File: src/rtl/spi_rd_pkg.sv
// Shared types for the SPI flash read engine.
package spi_rd_pkg;
    // Command decode phases.
    typedef enum logic [2:0] {
        PH_OPC,   // collecting command bits
        PH_ADR,   // collecting address bits
        PH_DMY,   // dummy clocks
        PH_DAT,   // streaming data
        PH_IGN    // command refused, wait for deselect
    } rd_phase_e;

    // Read flavour selected by the command.
    typedef enum logic [1:0] {
        RK_PLAIN,
        RK_FAST,
        RK_DUAL
    } rd_kind_e;
endpackage

File: src/rtl/spi_rd_edge.sv
// Serial clock edge detector.
// Assumes sclk and cs_n are already synchronous to clk and that each sclk
// level lasts at least two clk cycles. Edges are reported only while selected.
module spi_rd_edge (
    input  logic clk,
    input  logic rst_n,
    input  logic sclk,
    input  logic cs_n,
    output logic sel,
    output logic rise,
    output logic fall
);
    logic sclk_d;

    // Remember the previous serial clock level.
    always_ff @(posedge clk) begin
        if (!rst_n) sclk_d <= 1'b0;
        else        sclk_d <= sclk;
    end

    assign sel  = ~cs_n;
    assign rise = sel &  sclk & ~sclk_d;
    assign fall = sel & ~sclk &  sclk_d;
endmodule

File: src/rtl/spi_rd_cmd.sv
// Command and address collector with the shared byte address counter.
// Assumes rise and fall never occur in the same clk cycle.
module spi_rd_cmd
    import spi_rd_pkg::*;
#(
    parameter int         ADDR_W  = 10,
    parameter logic [7:0] OP_READ = 8'h03,
    parameter logic [7:0] OP_FAST = 8'h0B,
    parameter logic [7:0] OP_DUAL = 8'h3B
) (
    input  logic              clk,
    input  logic              rst_n,
    input  logic              sel,
    input  logic              rise,
    input  logic              si,
    input  logic              busy,
    input  logic              byte_take,
    output logic              in_data,
    output logic              dual,
    output logic [ADDR_W-1:0] mem_addr
);
    localparam int SH_W = (ADDR_W > 8) ? ADDR_W - 1 : 7;

    rd_phase_e         phase;
    rd_kind_e          kind;
    logic [4:0]        cnt;
    logic [SH_W-1:0]   sh;
    logic [7:0]        opc_full;
    logic [ADDR_W-1:0] addr_full;
    logic              addr_load;

    assign opc_full  = {sh[6:0], si};
    assign addr_full = {sh[ADDR_W-2:0], si};
    assign addr_load = sel && rise && (phase == PH_ADR) && (cnt == 5'd23);
    assign in_data   = (phase == PH_DAT);
    assign dual      = (kind == RK_DUAL);

    // Phase sequencing and bit shifting on rising serial edges.
    always_ff @(posedge clk) begin
        if (!rst_n) begin
            phase <= PH_OPC;
            kind  <= RK_PLAIN;
            cnt   <= 5'd0;
            sh    <= '0;
        end else if (!sel) begin
            phase <= PH_OPC;
            cnt   <= 5'd0;
        end else if (rise) begin
            sh <= {sh[SH_W-2:0], si};
            unique case (phase)
                PH_OPC: begin
                    if (cnt == 5'd7) begin
                        cnt <= 5'd0;
                        if (busy) begin
                            phase <= PH_IGN;
                        end else if (opc_full == OP_READ) begin
                            kind  <= RK_PLAIN;
                            phase <= PH_ADR;
                        end else if (opc_full == OP_FAST) begin
                            kind  <= RK_FAST;
                            phase <= PH_ADR;
                        end else if (opc_full == OP_DUAL) begin
                            kind  <= RK_DUAL;
                            phase <= PH_ADR;
                        end else begin
                            phase <= PH_IGN;
                        end
                    end else begin
                        cnt <= cnt + 5'd1;
                    end
                end
                PH_ADR: begin
                    if (cnt == 5'd23) begin
                        cnt   <= 5'd0;
                        phase <= (kind == RK_PLAIN) ? PH_DAT : PH_DMY;
                    end else begin
                        cnt <= cnt + 5'd1;
                    end
                end
                PH_DMY: begin
                    if (cnt == 5'd7) begin
                        cnt   <= 5'd0;
                        phase <= PH_DAT;
                    end else begin
                        cnt <= cnt + 5'd1;
                    end
                end
                default: ;
            endcase
        end
    end

    // Byte address: load from the command, step once per byte, wrap naturally.
    always_ff @(posedge clk) begin
        if (!rst_n)         mem_addr <= '0;
        else if (addr_load) mem_addr <= addr_full;
        else if (byte_take) mem_addr <= mem_addr + 1'b1;
    end

    // the bit counter never leaves the 24-bit address window.
    a_r1_cnt_range: assert property (@(posedge clk) disable iff (!rst_n)
        cnt < 5'd24);

    // every byte handed to the output stage advances the address by one.
    a_r6_addr_step: assert property (@(posedge clk) disable iff (!rst_n)
        byte_take |=> (mem_addr == $past(mem_addr) + 1'b1));
endmodule

File: src/rtl/spi_rd_out.sv
// Output shifter: single-pin or two-pin data on falling serial edges.
// Assumes in_data and dual stay constant while selected once data has begun.
module spi_rd_out (
    input  logic       clk,
    input  logic       rst_n,
    input  logic       sel,
    input  logic       fall,
    input  logic       in_data,
    input  logic       dual,
    input  logic [7:0] mem_rdata,
    output logic       byte_take,
    output logic       dq0_o,
    output logic       dq0_oe,
    output logic       dq1_o,
    output logic       dq1_oe
);
    logic [2:0] pos;
    logic [7:0] sh;
    logic [7:0] cur;
    logic       drv_en;
    logic       dual_q;

    assign cur       = (pos == 3'd0) ? mem_rdata : sh;
    assign byte_take = sel && fall && in_data && (pos == 3'd0);
    assign dq1_oe    = drv_en;
    assign dq0_oe    = drv_en & dual_q;

    // Shift bits out after each falling edge of the data phase.
    always_ff @(posedge clk) begin
        if (!rst_n) begin
            pos    <= 3'd0;
            sh     <= 8'd0;
            drv_en <= 1'b0;
            dual_q <= 1'b0;
            dq0_o  <= 1'b0;
            dq1_o  <= 1'b0;
        end else if (!sel) begin
            pos    <= 3'd0;
            drv_en <= 1'b0;
            dual_q <= 1'b0;
        end else if (fall && in_data) begin
            drv_en <= 1'b1;
            dual_q <= dual;
            dq1_o  <= cur[7];
            if (dual) begin
                dq0_o <= cur[6];
                sh    <= {cur[5:0], 2'b00};
                pos   <= (pos == 3'd3) ? 3'd0 : pos + 3'd1;
            end else begin
                sh  <= {cur[6:0], 1'b0};
                pos <= pos + 3'd1;
            end
        end
    end

    // deselect releases both pins on the next clock.
    a_r7_release: assert property (@(posedge clk) disable iff (!rst_n)
        !sel |=> (!dq1_oe && !dq0_oe));

    // pins are driven only during a decoded data phase.
    a_r8_drive_needs_data: assert property (@(posedge clk) disable iff (!rst_n)
        dq1_oe |-> in_data);

    // the second pin is driven only for the dual command, 4 slots per byte.
    a_r4_dual_pins: assert property (@(posedge clk) disable iff (!rst_n)
        dq0_oe |-> (dual && pos < 3'd4));
endmodule

File: src/rtl/spi_flash_rd.sv
// Top of the SPI flash read engine: edge detect, command decode and output.
// Assumes serial inputs are synchronous to clk with levels of 2+ clk cycles.
module spi_flash_rd #(
    parameter int         ADDR_W  = 10,
    parameter logic [7:0] OP_READ = 8'h03,
    parameter logic [7:0] OP_FAST = 8'h0B,
    parameter logic [7:0] OP_DUAL = 8'h3B
) (
    input  logic              clk,
    input  logic              rst_n,
    input  logic              cs_n,
    input  logic              sclk,
    input  logic              si,
    input  logic              busy,
    output logic [ADDR_W-1:0] mem_addr,
    input  logic [7:0]        mem_rdata,
    output logic              dq0_o,
    output logic              dq0_oe,
    output logic              dq1_o,
    output logic              dq1_oe
);
    logic sel, rise, fall;
    logic in_data, dual, byte_take;

    spi_rd_edge u_edge (
        .clk  (clk),
        .rst_n(rst_n),
        .sclk (sclk),
        .cs_n (cs_n),
        .sel  (sel),
        .rise (rise),
        .fall (fall)
    );

    spi_rd_cmd #(
        .ADDR_W (ADDR_W),
        .OP_READ(OP_READ),
        .OP_FAST(OP_FAST),
        .OP_DUAL(OP_DUAL)
    ) u_cmd (
        .clk      (clk),
        .rst_n    (rst_n),
        .sel      (sel),
        .rise     (rise),
        .si       (si),
        .busy     (busy),
        .byte_take(byte_take),
        .in_data  (in_data),
        .dual     (dual),
        .mem_addr (mem_addr)
    );

    spi_rd_out u_out (
        .clk      (clk),
        .rst_n    (rst_n),
        .sel      (sel),
        .fall     (fall),
        .in_data  (in_data),
        .dual     (dual),
        .mem_rdata(mem_rdata),
        .byte_take(byte_take),
        .dq0_o    (dq0_o),
        .dq0_oe   (dq0_oe),
        .dq1_o    (dq1_o),
        .dq1_oe   (dq1_oe)
    );
endmodule

File: config.mk
export PLATFORM = sky130hd
export DESIGN_NAME = spi_flash_rd
export DESIGN_NICKNAME = d
export VERILOG_FILES = /design/src/rtl/spi_rd_pkg.sv /design/src/rtl/spi_rd_edge.sv /design/src/rtl/spi_rd_cmd.sv /design/src/rtl/spi_rd_out.sv /design/src/rtl/spi_flash_rd.sv
export SDC_FILE = /design/constraint.sdc
export NUM_CORES = 1
export LEC_CHECK = 0
export BUFFER_PORTS_ARGS = -buffer_cell sky130_fd_sc_hd__buf_4
export CAP_MARGIN = 40
export CELL_PAD_IN_SITES_DETAIL_PLACEMENT = 1
export CELL_PAD_IN_SITES_GLOBAL_PLACEMENT = 1
export CORE_MARGIN = 5
export CORE_UTILIZATION = 30
export CTS_BUF_LIST = sky130_fd_sc_hd__clkbuf_16
export CTS_CLUSTER_SIZE = 8
export DETAILED_ROUTE_END_ITERATION = 16
export GPL_TIMING_DRIVEN = 0
export PLACE_DENSITY = 0.64
export SYNTH_ARGS = -nofsm -noshare
export SYNTH_HDL_FRONTEND = slang
export SYNTH_SLANG_ARGS = --single-unit
File: constraint.sdc
create_clock -name clk -period 4.1 [get_ports clk]
set_clock_uncertainty 0.1 [all_clocks]
set_input_delay 0.41 -clock clk [delete_from_list [all_inputs] [get_ports clk]]
set_output_delay 0.41 -clock clk [all_outputs]
set_load 0.02 [all_outputs]
# --- After elaboration in Yosys (flattened, before gate mapping) ---
# Cells that the tools add are included.
word_totals:
  regBits: 45
  in_bits: 14
  wordCells: 81
op_classes:
  add_sub_neg: 3
  n_eq_ne: 13
  muxes: 21
  bitwise: 10
  n_reduce_logical: 22
op_table:
  columns: ["cell", "count"]
  rows:
  - ["2-to-1 mux 3 bit", 9]
  - ["2-to-1 mux 10 bit", 2]
  - ["2-to-1 mux 8 bit", 2]
  - ["adder 10 x 1 -> 10 bit, second input constant", 1]
  - ["2-to-1 mux 5 bit", 2]
  - ["one-hot mux 5 bit (2 select lines)", 1]
  - ["equality test 3 x 2 -> 1 bit, second input constant", 3]
  - ["one-hot mux 3 bit (3 select lines)", 1]
  - ["equality test 8 x 2 -> 1 bit, second input constant", 1]
  - ["equality test 8 x 4 -> 1 bit, second input constant", 1]
  - ["equality test 8 x 6 -> 1 bit, second input constant", 1]
  - ["logical AND 1 bit", 7]
  - ["zero test 3 bit", 2]
  - ["2-to-1 mux 2 bit", 3]
  - ["AND reduction 2 bit", 3]
  - ["AND reduction 6 bit", 1]
  - ["nonzero test 3 bit", 2]
  - ["adder 5 x 1 -> 5 bit, second input constant", 1]
  - ["AND 1 bit", 5]
  - ["equality test 5 x 3 -> 1 bit, second input constant", 1]
  - ["equality test 5 bit, second input constant", 1]
  - ["NOT 1 bit", 5]
  - ["AND reduction 5 bit", 1]
  - ["inequality test 2 x 1 -> 1 bit, second input constant", 2]
  - ["other kinds (9)", 11]

# --- Logic depth before layout (Yosys ltp) ---
# Gate-level depths: netlist of the first run.
depth:
  word_depth: 8
  mapped_depth: 8
  depth_no_buf: 6

# --- Modules after synthesis ---
# Synthesis of the first run repeated with hierarchy kept, for this count alone.
hier_totals:
  cells_unflattened: 248
  hier_area_um2: 2230.9
by_module_without_submodules:
  columns: ["mod", "n_inst", "cells_per_inst", "area_per_inst_um2", "seq_area_each_um2"]
  rows:
  - ["spi_rd_cmd", 1, 164, 1411.4, 580.6]
  - ["spi_rd_out", 1, 79, 763.2, 280.3]
  - ["spi_rd_edge", 1, 5, 56.3, 20.0]

# --- Least setup slack after synthesis of the first run ---
# Ideal clock, no wire load.
synth_timing:
  path_kind: "register to register"
  start: "register u_out.pos[0]"
  end: "register u_out.sh[3]"
  setup_ns: 0.132
  arrival_time_ns: 1.537
  required_ns: 3.868
  path_slack_ns: 2.330
  path_stages_with_launch: 8
  path_buffers: 1
  synth_period_minus_slack_ns: 1.770
  path_cell_list: "dfxtp_1 inv_1 ha_1 nor2b_1 clkbuf_1 mux4_2 nand2_1 a21oi_1"
synth_between:
  elab_chain_cells: 3
synth_lines:
  columns: ["element", "line", "text"]
  rows:
  - ["start, declared", "spi_rd_out.sv:17", "logic [2:0] pos;"]
  - ["start signal, assigned", "spi_rd_out.sv:48", "pos <= (pos == 3'd3) ? 3'd0 : pos + 3'd1;"]
  - ["start signal, assigned", "spi_rd_out.sv:51", "pos <= pos + 3'd1;"]
  - ["zero test 3 bit", "spi_rd_out.sv:23", "assign cur = (pos == 3'd0) ? mem_rdata : sh;"]
  - ["2-to-1 mux 8 bit", "spi_rd_out.sv:23", null]
  - ["2-to-1 mux 8 bit", "spi_rd_out.sv:45", "if (dual) begin"]
  - ["end signal, assigned", "spi_rd_out.sv:47", "sh <= {cur[5:0], 2'b00};"]
  - ["end signal, assigned", "spi_rd_out.sv:50", "sh <= {cur[6:0], 1'b0};"]
  - ["end, declared", "spi_rd_out.sv:18", "logic [7:0] sh;"]
# No other way between the ends.
# A chain may end at the register's enable or synchronous reset.

# --- Final worst setup path of the first run ---
layout_timing:
  start: "register u_out.pos[0]"
  end: "register u_out.sh[7]"
# Same word-level chain as after synthesis.

==> results.md, run 1 <==
- Max cap viols: 0
- Synthesis-to-finish area growth: 20.21%
- EDFF count, synth: 0
- Fraction of registers with async set/reset: 0%
- Max Slew Vio Count: 0
- Antenna diodes: 0
- Vias in the first global route: 2088
- CTS max path bufs: 2
- Mapped cell area: 2297 µm²
- Register area share after synthesis: 38.34%
- Setup CP Type: flip-flop to flip-flop
- Slew margin rel.: 56.74%
- Flops & latches, synth: 44
- Fillcell total: 915
- Rows: 32
- H-tree levels: 2
- Core Area: 7607 µm²
- Status: finished clean
- DRC violations left: 0
- CP Launch Type: flip-flop
- Final setup violation count: 0
- Clock latency on the worst-skew pair: around 0.28 ns
- Io pins: 28
- Initial antenna violation count: 0
- Fmax: 467.6 MHz
- Syn Inst Count: 261
- Final ANT Viol Nets: 0
- Critical Path Fanout Max: 10
- First DRT Iteration DRCs: 64
- P_leak: 0.9839 nW
- DP HPWL: between 4000 and 5000 µm
- Post-CTS Setup Inserts: 0
- Grt total ovfl: 0
- Worst hold-check path type: input pin to flip-flop
- CTS Hold Buffers Added: 0
- Via count: 2083
- Syn Area/Cell: between 8 and 9 µm²
- Port bufs: 27
- Hold WS: 0.2692 ns
- Period utilization: 52.17%
- Worst path required time: 4.14 ns
- Worst-path clk slew: approximately 0.060 ns
- Final hold vios: 0
- Setup TNS: 0 ns
- CTS tree: built
- Initial core utilization: 30.20%
- Synth unique cells: 55
- PwrDens: 308.7 nW/µm²
- Final #Nets: 313
- Worst setup EP type: flip-flop
- GPL Wtd Cong: 0.7466
- Final core utilization: roughly 36%
- DR WL/cell: 15.73 µm
- Die Ht: 97.51 µm
- Layout Cells excl Fill: approximately 400
- DR pass1 iterations: 4
- Final WL: roughly 6200 µm
- Minimum clock period: ~2.1 ns
- Cts bufs inserted: 5
- Worst Path Arrival: around 2.2 ns
- Placed Instances: 390
- Die Span X: slightly below 100 µm
- RSZ-0062 raised after global routing: no
- Yosys warns: 0
- Worst vdd ir: 0.1658 mV
- Post-synthesis net count: about 280
- CTS Root Cell: clkbuf_16
- # resized after CTS: 0
- Tot GR Track Use: between 10% and 20%
- Ys flop type: dfxtp_1
- Actual slew at the worst max-slew pin: roughly 0.65 ns
- Die area: 9507 µm²
- CTS Sinks: 44
- Largest net degree at the start of global routing: 13
- Global-route wire length before repair: between 10000 and 15000 µm
- Via/cell ratio: 5.247
- Layout cells sized above 1: 18.64%
-- area by class of cell --
class | count | area, µm² | share of cell area, %
timing repair buffer | 27 | 202.7 | 7.340
sequential | 44 | 880.8 | 31.90
inverter | 6 | 22.52 | 0.8156
buffer | 13 | 61.31 | 2.220
multi-input combinational | 198 | 1333 | 48.26
clock inverter | 2 | 8.758 | 0.3172
tap | 102 | 127.6 | 4.622
clock buffer | 5 | 125.1 | 4.531
-- per-layer routing --
layer	global-route usage, %	share of wire [%]	vias up	routed length (µm)
li1	-	-	1026	-
met1	18.40	49	1020	3086
met2	21.88	47	30	2915
met3	3.087	2.9	7	184
met4	3.301	0.90	0	56
met5	0	0	-	0
-- layout by cell type, fill, tap and decap left out, types with 2 or more instances in the layout --
cell       netlist  routed
a211oi_1         2       2
a21oi_1         20      20
a31oi_1          6       6
and2_1           5       5
buf_2            4       4
buf_4            2      29
clkbuf_1         7       7
clkbuf_16        0       5
dfxtp_1         44      44
ha_1             4       4
inv_1            5       6
mux2i_1         11      11
mux4_2           5       5
nand2_1         28      28
nand2b_1         3       3
nand3_1         14      14
nand3b_1         3       3
nand4_1          5       5
nand4bb_1        3       3
nor2_1          26      26
nor2b_1          5       5
nor3_1           5       5
nor4_1           2       2
o211ai_1         3       3
o21ai_0          6       6
o311ai_0         3       3
o31ai_1          2       2
or2_2            3       3
or3_1            2       2
or4_1            3       3
xnor2_1          4       4
xor2_1           2       2
-- registers in the layout, summed over array words and instances (netlist names) --
name / flops
u_cmd.kind: 2
u_edge.sclk_d: 1
u_cmd.phase: 3
u_cmd.sh: 9
u_out.dq0_o: 1
u_out.sh: 7
u_out.dq1_o: 1
u_cmd.mem_addr: 10
u_out.dual_q: 1
u_out.dq1_oe: 1
u_out.pos: 3
u_cmd.cnt: 5
-- critical path: stages (launching register included) --
cell and delay [ns]:
dfxtp_1 0.32, inv_1 0.08, ha_1 0.20, nor2b_1 0.29, clkbuf_1 0.46, mux4_2 0.39
nand2_1 0.10, a21oi_1 0.06
-- cell families (layout without fill, tap and decap cells) --
| group | after synthesis | after routing | share of synthesized area, % |
|---|---|---|---|
| AO/OA/AOI/OAI | 53 | 53 | 14.92 |
| XOR/XNOR | 6 | 6 | 2.288 |
| adder cells (fa/ha/maj) | 4 | 4 | 2.179 |
| buffers and inverters | 19 | 53 | 3.649 |
| flip-flops | 44 | 44 | 38.34 |
| multiplexers | 17 | 17 | 10.19 |
| AND/OR/NAND/NOR | 118 | 118 | 28.43 |
-- cell usage after synthesis (2+ instances only) --
library cell | instances | area share [%]
clkbuf_1 | 7 | 1.1
mux2i_1 | 11 | 4.8
inv_1 | 5 | 0.82
mux4_2 | 5 | 4.9
nor2_1 | 26 | 4.2
or3_1 | 2 | 0.54
nand3b_1 | 3 | 0.98
dfxtp_1 | 44 | 38
nor4_1 | 2 | 0.54
a211oi_1 | 2 | 0.65
and2_1 | 5 | 1.4
nor2b_1 | 5 | 1.4
nand4_1 | 5 | 1.4
a21oi_1 | 20 | 4.4
ha_1 | 4 | 2.2
nand4bb_1 | 3 | 1.5
o211ai_1 | 3 | 0.98
nand2b_1 | 3 | 0.82
a31oi_1 | 6 | 1.6
buf_4 | 2 | 0.65
o311ai_0 | 3 | 1.1
or4_1 | 3 | 0.98
o31ai_1 | 2 | 0.65
xor2_1 | 2 | 0.76
xnor2_1 | 4 | 1.5
nand3_1 | 14 | 3.1
nand2_1 | 28 | 4.6
nor3_1 | 5 | 1.1
or2_2 | 3 | 0.82
o21ai_0 | 6 | 1.3
buf_2 | 4 | 0.87
-- path summary, 6_finish.rpt --
path	cells past startpoint	slack, ns	to	startpoint
max	7	1.96	u_out.sh[7]$_SDFFE_PN0P_	u_out.pos[0]$_SDFFE_PP0P_
min	2	0.27	u_edge.sclk_d$_SDFF_PN0_	sclk
max reg2reg	7	1.96	u_out.sh[7]$_SDFFE_PN0P_	u_out.pos[0]$_SDFFE_PP0P_
min reg2reg	2	0.35	u_out.dual_q$_SDFFE_PP0P_	u_out.dual_q$_SDFFE_PP0P_
-- through the flow --
stage / power (mW) / setup slack [ns] / cell area (µm²)
after floorplan: 0.4617 / 2.330 / 2297
after global placement: 0.4816 / 2.042 / 2628
after detailed placement: 0.4823 / 2.001 / 2628
after CTS: 0.8661 / 1.969 / 2761
after global routing: 0.8828 / 1.798 / 2761
final: 0.8525 / 1.961 / 2761
-- report_power, final --
group / leakage (nW) / switching [mW] / internal, mW / total, mW
Clock: 0.0709 / 0.161 / 0.219 / 0.380
Combinational: 0.558 / 0.0223 / 0.0194 / 0.0416
Sequential: 0.355 / 0.00182 / 0.429 / 0.431
(Power assumes the default switching activity.)
==> run 2, diff against run 1 <==
clock period = 2.1 ns   (was 4.1 ns; I/O delays follow)
==> results.md, run 2 (synthesis results as in run 1) <==
- Actual slew at the worst max-slew pin: 0.6476 ns (-0.001347 ns)
- Io pins: 28 (unchanged)
- Layout Cells excl Fill: 397 (unchanged)
- CTS tree: built
- Hold Path Sink: u_edge.sclk_d$_SDFF_PN0_
- Vias in the first global route: 2087 (-0.048%)
- Worst vdd ir: 0.3232 mV (+95%)
- Final hold vios: 0 (unchanged)
- Placed Instances: 390 (unchanged)
- Worst-path clk slew: 0.06 ns (about the same)
- Max cap viols: 0 (unchanged)
- Top Registers: u_cmd.mem_addr: 10 flops, u_cmd.sh: 9 flops, u_out.sh: 7 flops
- Final WL: 6244 µm (about the same)
- Max FFs per register: 10 (unchanged)
- Setup CP Type: flip-flop to flip-flop
- Initial antenna violation count: 0 (unchanged)
- Max Slew Vio Count: 0 (unchanged)
- Post-CTS Setup Inserts: 0 (unchanged)
- CTS Sinks: 44 (unchanged)
- Worst path required time: 2.17 ns (-1.97 ns)
- Setup TNS: 0 ns (unchanged)
- Die Ht: 97.51 µm (unchanged)
- Status: finished clean
- Hold WS: 0.06971 ns (-0.1994 ns)
- Slew margin rel.: 56.83% (+0.090 points)
- Worst hold-check path type: input pin to flip-flop
- CTS Hold Buffers Added: 0 (unchanged)
- Worst setup EP type: flip-flop
- Top reg by flops: u_cmd.mem_addr
- Grt total ovfl: 0 (unchanged)
- Period utilization: 91.28% (+39 points)
- First DRT Iteration DRCs: 62 (-3.1%)
- DR pass1 iterations: 4 (unchanged)
- Reg-to-Reg Start: u_cmd.phase[2]$_SDFFE_PP0P_
- CTS Root Cell: clkbuf_16
- Die Span X: 97.51 µm (unchanged)
- Synthesis-to-finish area growth: 21.24%
- RR Endpoint: u_cmd.kind[1]$_SDFFE_PN0P_
- Final ANT Viol Nets: 0 (unchanged)
- Cts bufs inserted: 5 (unchanged)
- DRC violations left: 0 (unchanged)
- Hold Path Cell Cnt: 2 (unchanged)
- CTS max path bufs: 2 (unchanged)
- Hold_sp: sclk
- DP HPWL: 4548 µm (unchanged)
- Largest net degree at the start of global routing: 13 (unchanged)
- Rows: 32 (unchanged)
- Tot GR Track Use: 13.56% (-0.015 points)
- Reg2reg path depth: 4 (-3)
- Via count: 2103 (+0.96%)
- Fmax: 521.7 MHz (+12%)
- Die area: 9507 µm² (unchanged)
- Layout cells sized above 1: 20.00% (+1.4 points)
- PwrDens: 596.8 nW/µm² (+93%)
- Clock latency on the worst-skew pair: 0.28 ns (about the same)
- Core Area: 7607 µm² (unchanged)
- H-tree levels: 2 (unchanged)
- Tot Pwr: 1.662 mW (+95%)
- Final #Nets: 313 (unchanged)
- Commonest non-fill, non-tap cell in the layout: dfxtp_1
- Port bufs: 27 (unchanged)
- Worst Path Arrival: 1.99 ns (-0.19 ns)
- Via/cell ratio: 5.297 (+0.96%)
- Initial core utilization: 30.20% (unchanged)
- Most frequent cells in the layout: 44 x dfxtp_1, 29 x buf_4, 28 x nand2_1
- DR WL/cell: 15.73 µm (about the same)
- Antenna diodes: 0 (unchanged)
- GPL Wtd Cong: 0.7466 (unchanged)
- FF-to-FF setup slack: 0.18 ns (-1.78 ns)
- RSZ-0062 raised after global routing: no
- P_leak: 1.012 nW (+2.9%)
- Critical Path Fanout Max: 7 (-3)
- CP Launch Type: flip-flop
- Minimum clock period: 1.917 ns (-0.2218 ns)
- Final setup violation count: 0 (unchanged)
- Global-route wire length before repair: 10720 µm (about the same)
==> run 2: changes by cell type in the layout (fill, tap and decap cells not counted), sizes merged <==
cell	previous run	this run
clkbuf	12	13
buf	33	32
==> run 2: area by class of cell <==
| type | count | area, µm² |
|---|---|---|
| multi-input combinational | 198 | 1351 |
| buffer | 13 | 66.31 |
| sequential | 44 | 880.8 |
| fill | 917 | 4822 |
| timing repair buffer | 27 | 202.7 |
| clock buffer | 5 | 125.1 |
| tap | 102 | 127.6 |
| clock inverter | 2 | 8.758 |
| inverter | 6 | 22.52 |
==> run 2: stage by stage <==
stage / area (µm²) / setup slack (ns) / utilization [%]
floorplan: 2297 / 0.3302 / -
global placement: 2628 / 0.04249 / 34.54
detailed placement: 2628 / 0.0009608 / 34.54
CTS: 2763 / 0.0006004 / 36.32
global route: 2785 / 0.01421 / 36.61
finish: 2785 / 0.1830 / 36.61
==> run 2: what timing repair did <==
item,CTS,global route
cloned,0,0
endpoints found under the hold margin,0,0
gates resized for setup,1,6
endpoints found under the setup margin,5,7
==> run 2: power by group <==
group	leakage, nW	switching (mW)	internal [mW]	total [mW]
clock	0.0709	0.312	0.428	0.740
combinational	0.587	0.0438	0.0379	0.0817
sequential	0.355	0.00356	0.837	0.841
==> run 2: worst max-delay path by stage <==
stage                                           start                             end  slack, ns  depth (start not counted)
final                     u_cmd.phase[2]$_SDFFE_PP0P_      u_cmd.kind[1]$_SDFFE_PN0P_       0.18                          4
after global routing      u_cmd.phase[0]$_SDFFE_PP0P_        u_out.sh[2]$_SDFFE_PN0P_       0.01                          8
after CTS                   u_cmd.cnt[0]$_SDFFE_PP0P_  u_cmd.mem_addr[9]$_SDFFE_PN0P_     0.0006                          6
after detailed placement    u_out.pos[0]$_SDFFE_PP0P_        u_out.sh[6]$_SDFFE_PN0P_      0.001                          7
after global placement      u_out.pos[0]$_SDFFE_PP0P_        u_out.sh[7]$_SDFFE_PN0P_       0.04                          7
after floorplan             u_out.pos[0]$_SDFFE_PP0P_        u_out.sh[3]$_SDFFE_PN0P_       0.33                          7
==> run 2: layer usage <==
metal  share of wire, %  track usage, %  up-vias
li1                   -               -     1027
met1                 49           18.31     1038
met2                 47           21.93       33
met3                2.9           3.087        5
met4               0.85           3.301        0
met5                  0               0        -
==> run 2: worst max-delay path: stages (launching register included) <==
cell	delay [ns]
dfxtp_1	0.40
or4b_4	0.62
nor3_4	0.26
nand3_1	0.11
o311a_1	0.30
